**src/rtl/rcmp_pkg.sv**
```systemverilog
package rcmp_pkg;
   // Fixed low fields of the configuration word; wider fields follow.
   localparam int EN_BIT   = 0;
   localparam int IE_BIT   = 1;
   localparam int MODE_BIT = 2;
   localparam int CH_LSB   = 3;

   typedef enum logic {
      CMP_BELOW       = 1'b0,
      CMP_AT_OR_ABOVE = 1'b1
   } cmp_mode_e;
endpackage

```
**src/rtl/rcmp_test.sv**
```systemverilog
module rcmp_test
   import rcmp_pkg::*;
#(
   parameter int DATA_W = 10
) (
   input  logic [DATA_W-1:0] value,
   input  logic [DATA_W-1:0] thresh,
   input  cmp_mode_e         mode,
   output logic              pass
);
   logic below;
   assign below = (value < thresh);
   assign pass  = (mode == CMP_AT_OR_ABOVE) ? !below : below;
endmodule

```
**src/rtl/rcmp_unit.sv**
```systemverilog
module rcmp_unit
   import rcmp_pkg::*;
#(
   parameter int DATA_W = 10,
   parameter int CH_W   = 3,
   parameter int CNT_W  = 4,
   localparam int VAL_LSB = CH_LSB + CH_W,
   localparam int CNT_LSB = VAL_LSB + DATA_W,
   localparam int CFG_W   = CNT_LSB + CNT_W
) (
   input  logic              clk,
   input  logic              rst_n,
   input  logic              cfg_we,
   input  logic [CFG_W-1:0]  cfg_din,
   input  logic              res_valid,
   input  logic [CH_W-1:0]   res_chan,
   input  logic [DATA_W-1:0] res_data,
   input  logic              flag_clr,
   output logic              flag,
   output logic              irq
);
   logic [CFG_W-1:0]  cfg_q;
   logic [CNT_W-1:0]  run_q;
   logic              en, ie, hit, mine, done;
   logic [CH_W-1:0]   sel_ch;
   logic [DATA_W-1:0] thresh;
   logic [CNT_W-1:0]  run_last;
   cmp_mode_e         mode;

   assign en       = cfg_q[EN_BIT];
   assign ie       = cfg_q[IE_BIT];
   assign mode     = cmp_mode_e'(cfg_q[MODE_BIT]);
   assign sel_ch   = cfg_q[CH_LSB +: CH_W];
   assign thresh   = cfg_q[VAL_LSB +: DATA_W];
   assign run_last = cfg_q[CNT_LSB +: CNT_W];

   rcmp_test #(.DATA_W(DATA_W)) u_test (
      .value  (res_data),
      .thresh (thresh),
      .mode   (mode),
      .pass   (hit)
   );

   assign mine = res_valid && en && (res_chan == sel_ch) && !cfg_we;
   assign done = mine && hit && (run_q == run_last);

   always_ff @(posedge clk or negedge rst_n) begin
      if (!rst_n) begin
         cfg_q <= '0;
         run_q <= '0;
      end else if (cfg_we) begin
         cfg_q <= cfg_din;
         run_q <= '0;
      end else if (mine) begin
         if (!hit || done) run_q <= '0;
         else              run_q <= run_q + 1'b1;
      end
   end

   always_ff @(posedge clk or negedge rst_n) begin
      if (!rst_n)        flag <= 1'b0;
      else if (done)     flag <= 1'b1;
      else if (flag_clr) flag <= 1'b0;
   end

   assign irq = flag && ie;

   p_sticky_r7: assert property (@(posedge clk) disable iff (!rst_n)
      flag && !flag_clr |=> flag);
   p_clear_r8: assert property (@(posedge clk) disable iff (!rst_n)
      flag_clr && !(res_valid && res_chan == sel_ch && en) && !cfg_we |=> !flag);
   p_cfg_reset_r10: assert property (@(posedge clk) disable iff (!rst_n)
      cfg_we |=> run_q == '0);
   p_other_chan_r6: assert property (@(posedge clk) disable iff (!rst_n)
      res_valid && res_chan != sel_ch && !cfg_we |=> $stable(run_q));
   p_rise_cause_r4: assert property (@(posedge clk) disable iff (!rst_n)
      $rose(flag) |-> $past(res_valid && res_chan == sel_ch && en));
   p_run_bound_r4: assert property (@(posedge clk) disable iff (!rst_n)
      run_q <= run_last);
endmodule

```
**src/rtl/rcmp_top.sv**
```systemverilog
module rcmp_top
   import rcmp_pkg::*;
#(
   parameter int UNITS  = 2,
   parameter int DATA_W = 10,
   parameter int CH_W   = 3,
   parameter int CNT_W  = 4,
   localparam int CFG_W = CH_LSB + CH_W + DATA_W + CNT_W
) (
   input  logic              clk,
   input  logic              rst_n,
   input  logic              res_valid,
   input  logic [CH_W-1:0]   res_chan,
   input  logic [DATA_W-1:0] res_data,
   input  logic [UNITS-1:0]  cfg_we,
   input  logic [CFG_W-1:0]  cfg_data,
   input  logic [UNITS-1:0]  flag_clr,
   output logic [UNITS-1:0]  flag,
   output logic [UNITS-1:0]  irq
);
   if (UNITS < 1 || UNITS > 32) begin : g_bad_units
      $error("rcmp_top: UNITS must be 1..32");
   end
   if (DATA_W < 1 || DATA_W > 32) begin : g_bad_data
      $error("rcmp_top: DATA_W must be 1..32");
   end
   if (CH_W < 1 || CH_W > 8) begin : g_bad_ch
      $error("rcmp_top: CH_W must be 1..8");
   end
   if (CNT_W < 1 || CNT_W > 16) begin : g_bad_cnt
      $error("rcmp_top: CNT_W must be 1..16");
   end

   for (genvar u = 0; u < UNITS; u++) begin : g_unit
      rcmp_unit #(
         .DATA_W (DATA_W),
         .CH_W   (CH_W),
         .CNT_W  (CNT_W)
      ) u_unit (
         .clk       (clk),
         .rst_n     (rst_n),
         .cfg_we    (cfg_we[u]),
         .cfg_din   (cfg_data),
         .res_valid (res_valid),
         .res_chan  (res_chan),
         .res_data  (res_data),
         .flag_clr  (flag_clr[u]),
         .flag      (flag[u]),
         .irq       (irq[u])
      );
   end

   p_irq_follows_r9: assert property (@(posedge clk) disable iff (!rst_n)
      $fell(flag[0]) |-> !irq[0]);
endmodule

```
**config.mk**
```make
export PLATFORM = sky130hd
export DESIGN_NAME = rcmp_top
export DESIGN_NICKNAME = d
export VERILOG_FILES = /design/src/rtl/rcmp_pkg.sv /design/src/rtl/rcmp_test.sv /design/src/rtl/rcmp_unit.sv /design/src/rtl/rcmp_top.sv
export SDC_FILE = /design/constraint.sdc
export NUM_CORES = 1
export LEC_CHECK = 0
export BUFFER_PORTS_ARGS = -buffer_cell sky130_fd_sc_hd__buf_2
export CAP_MARGIN = 30
export CORE_UTILIZATION = 61
export CTS_CLUSTER_DIAMETER = 30
export CTS_CLUSTER_SIZE = 28
export DETAILED_ROUTE_END_ITERATION = 12
export GPL_TIMING_DRIVEN = 0
export PLACE_DENSITY = 0.86
export SETUP_SLACK_MARGIN = 0.4
export SYNTH_ARGS = -nofsm -noshare
export SYNTH_HDL_FRONTEND = slang
export SYNTH_HIERARCHICAL = 1
export SYNTH_SLANG_ARGS = --single-unit
```
**constraint.sdc**
```tcl
create_clock -name clk -period 4.75 [get_ports clk]
set_clock_uncertainty 0.2 [all_clocks]
set_input_delay 0.2375 -clock clk [delete_from_list [all_inputs] [get_ports clk]]
set_output_delay 0.2375 -clock clk [all_outputs]
set_load 0.02 [all_outputs]
```
==> flow_summary_export.csv <==
group,metric,value,unit
outcome,outcome,"complete, no violations",
worst_setup_path,worst_setup_path_end_kind,"flip-flop",
cells_and_area,nets,354,
synthesis,yosysWarningCount,6,
synthesis,ys_seq_area_share,45.9,%
clock_network,cts.sinks,50,
timing,fin_crit,2590,ps
power,p_leak,1.56,nW
timing,grt_setup_unrepaired,"false",
clock_network,numCtsBuffers,5,
cells_and_area,syn2layout_area_growth,22.3,%
clock_network,root_buffer,"clkbuf_8",
timing,hold_viol_final,0,
cells_and_area,seq_area,1250,um2
worst_setup_path,cp.required,4750,ps
cells_and_area,drive_above_1_share,36.9,%
timing,drv_slew,0,
timing,setup_viol,0,
detailed_routing,wl_met2,2980,um
cells_and_area,multi_input_area,1370,um2
die,die_area,4740,um2
synthesis,synth_edf_count,0,
detailed_routing,drc,0,
global_route,antenna_found_initial,0,
cells_and_area,n_antenna_cell,0,
worst_setup_path,worst-path-max-fanout,5,
power,clockPowerShare,27.3,%
global_route,grt_max_degree,30,
die,die_w,68.9,um
detailed_routing,wl_met1,2460,um
cells_and_area,final.fill_count,247,
timing,finalCritPeriodShare,54.6,%
synthesis,synth_area_leaders,"dfrtp_1, mux2_2, ha_1",
global_route,grt_pass1_wl,9380,um
clock_network,clk_pin_slew,90,ps
cells_and_area,mostFrequentLayoutCells,"dfrtp_1, buf_2, mux2_2, dlygate4sd3_1, inv_1",
power,powerDensity,281,nW/um2
timing,worst_slew_pin_slew,522,ps
clock_network,cts_max_path_buffers,2,
run,maxCapViolCount,0,
detailed_routing,routed-wl-met3,216,um
place,portBuffers,41,
power,vdd_ir_drop_max,0.000213,V
cells_and_area,final_common_cell,"dfrtp_1",
power,combPwrFrac,21.1,%
power,p_int,678,uW
global_route,grt_pass1_vias,2081,
die,die_y,68.9,um
die,row_count,23,
detailed_routing,viasPerCell,5.85,
die,io_pins,44,
synthesis,synth.top_cell.area_share,45.9,%
detailed_routing,postRouteAntennaNets,0,
synthesis,syn-cell-area,2730,um2
place,placed_cell_area,3020,um2
clock_network,post_cts_resized,0,
synthesis,ys_seq_elements,50,
clock_network,htree_levels,2,
timing,max_freq,0.385,GHz
global_route,grt_usage,27.9,%
place,dp_hpwl,3870,um
detailed_routing,dr.pass1.iters,4,
detailed_routing,detail_route.wl_per_cell,16.9,um
timing,fin_tns_setup,0,ps
synthesis,synthArstFlopShare,100,%
detailed_routing,via_count,2019,
global_route,grt_overflow,0,
detailed_routing,wl,5820,um
synthesis,yosysTopAreaCell,"dfrtp_1",
synthesis,synth.net_count,282,
cells_and_area,design_area,3340,um2
die,start_util,65.8,%
detailed_routing,top_layer_used,"met4",
timing,relSlewSlack,65.2,%
worst_setup_path,critPathKind,"reg2reg",
synthesis,synth_cells,222,
worst_setup_path,arrival,2600,ps
worst_setup_path,start_kind,"flip-flop",
synthesis,ys_types,31,
die,coreArea,4140,um2
clock_network,clk_latency,310,ps
power,seq_power_share,51.6,%
worst_hold_path,hold_path.class,"in2reg",
synthesis,syn_area_per_cell,12.3,um2
synthesis,ys.flop_type,"dfrtp_1",
power,netSwitchingPower,258,uW
power,swShare,27.6,%
clock_network,cts_tree,"yes",
place,globalplace.congestion,0.908,
detailed_routing,dr.first_iter.drc_count,128,
==> power groups by stage <==
stage / Clock (mW) / Sequential (mW) / Combinational, mW
floorplan: 0 / 0.485 / 0.121
global placement: 0 / 0.489 / 0.169
detailed placement: 0 / 0.491 / 0.178
CTS: 0.261 / 0.482 / 0.194
global route: 0.276 / 0.487 / 0.217
finish: 0.256 / 0.483 / 0.197
==> worst paths after layout <==
kind,from,endpoint,slack (ps),depth (start not counted)
min in group asynchronous,rst_n,g_unit[0].u_unit/cfg_q[17]$_DFFE_PN0P_,240,2
worst min-delay path,res_valid,g_unit[1].u_unit/run_q[0]$_DFFE_PN0P_,150,4
worst max-delay path,g_unit[0].u_unit/cfg_q[9]$_DFFE_PN0P_,g_unit[0].u_unit/run_q[2]$_DFFE_PN0P_,2160,10
worst min register to register,g_unit[1].u_unit/cfg_q[1]$_DFFE_PN0P_,g_unit[1].u_unit/cfg_q[1]$_DFFE_PN0P_,310,1
worst max register to register,g_unit[0].u_unit/cfg_q[9]$_DFFE_PN0P_,g_unit[0].u_unit/run_q[2]$_DFFE_PN0P_,2160,10
max in group asynchronous,rst_n,g_unit[1].u_unit/cfg_q[11]$_DFFE_PN0P_,3580,3
==> per-layer routing <==
metal / vias up / GRT usage (%)
li1: 948 / -
met1: 993 / 33.8
met2: 63 / 47.3
met3: 15 / 5.92
met4: 0 / 12.8
met5: - / 0
==> stage by stage <==
| stage | std cells | total power [mW] | utilization (%) | hold slack, ps | setup slack (ps) |
|---|---|---|---|---|---|
| finish | 345 | 0.936 | 80.5 | 150 | 2160 |
| global route | 345 | 0.981 | 80.5 | 171 | 2030 |
| floorplan | 222 | 0.606 | - | -258 | 2620 |
| detailed placement | 314 | 0.669 | 72.8 | 38.2 | 2290 |
| global placement | 313 | 0.658 | 72.3 | 236 | 2360 |
| CTS | 345 | 0.938 | 80.5 | 136 | 2270 |
==> state kept, by name, indices dropped and copies added (netlist names) <==
signal,flops
g_unit.u_unit/cfg_q,40
g_unit.u_unit/run_q,8
g_unit.u_unit/flag,2
==> logic make-up (layout without fill, tap and decap cells) <==
group / Yosys count / in the layout / synth area share [%]
compound gates: 28 / 28 / 8.35
xor+xnor: 16 / 16 / 5.14
fa+ha+maj: 20 / 20 / 9.17
buf+inv: 28 / 101 / 4.04
flops: 50 / 50 / 45.9
mux: 40 / 40 / 16.5
simple gates: 40 / 40 / 10.9
==> cell usage after synthesis, drive strengths merged (4+ instances only) <==
cell type / instances
a32oi: 4
nand2: 14
mux2: 40
a21oi: 8
buf: 4
o41ai: 4
dfrtp: 50
ha: 20
inv: 22
nor3: 4
xor2: 8
xnor2: 8
nand4: 6
o32ai: 4
==> final cells by class <==
cell class	count	share of cell area, %
Clock buffer	7	2.59
Clock inverter	1	0.150
Tap cell	50	1.87
Buffer	6	0.825
Multi-Input combinational cell	144	40.9
Sequential cell	50	37.5
Inverter	22	2.47
Timing Repair Buffer	65	13.6
==> repair_timing <==
| action | 4_1_cts | 5_1_grt |
|---|---|---|
| hold endpoints to repair | 62 | 0 |
| buffers inserted | 0 | 0 |
| hold buffers | 23 | 0 |
| endpoints found under the setup margin | 0 | 0 |
==> worst max-delay path: stages, from the launching register on <==
cell,delay [ps]
dfrtp_1,350
inv_1,40
ha_1,300
a21o_1,170
a21oi_1,190
nor3b_1,90
nor3_2,220
xor2_1,370
nor4bb_1,360
a32oi_1,100
o41ai_1,80
(Power assumes the default switching activity.)
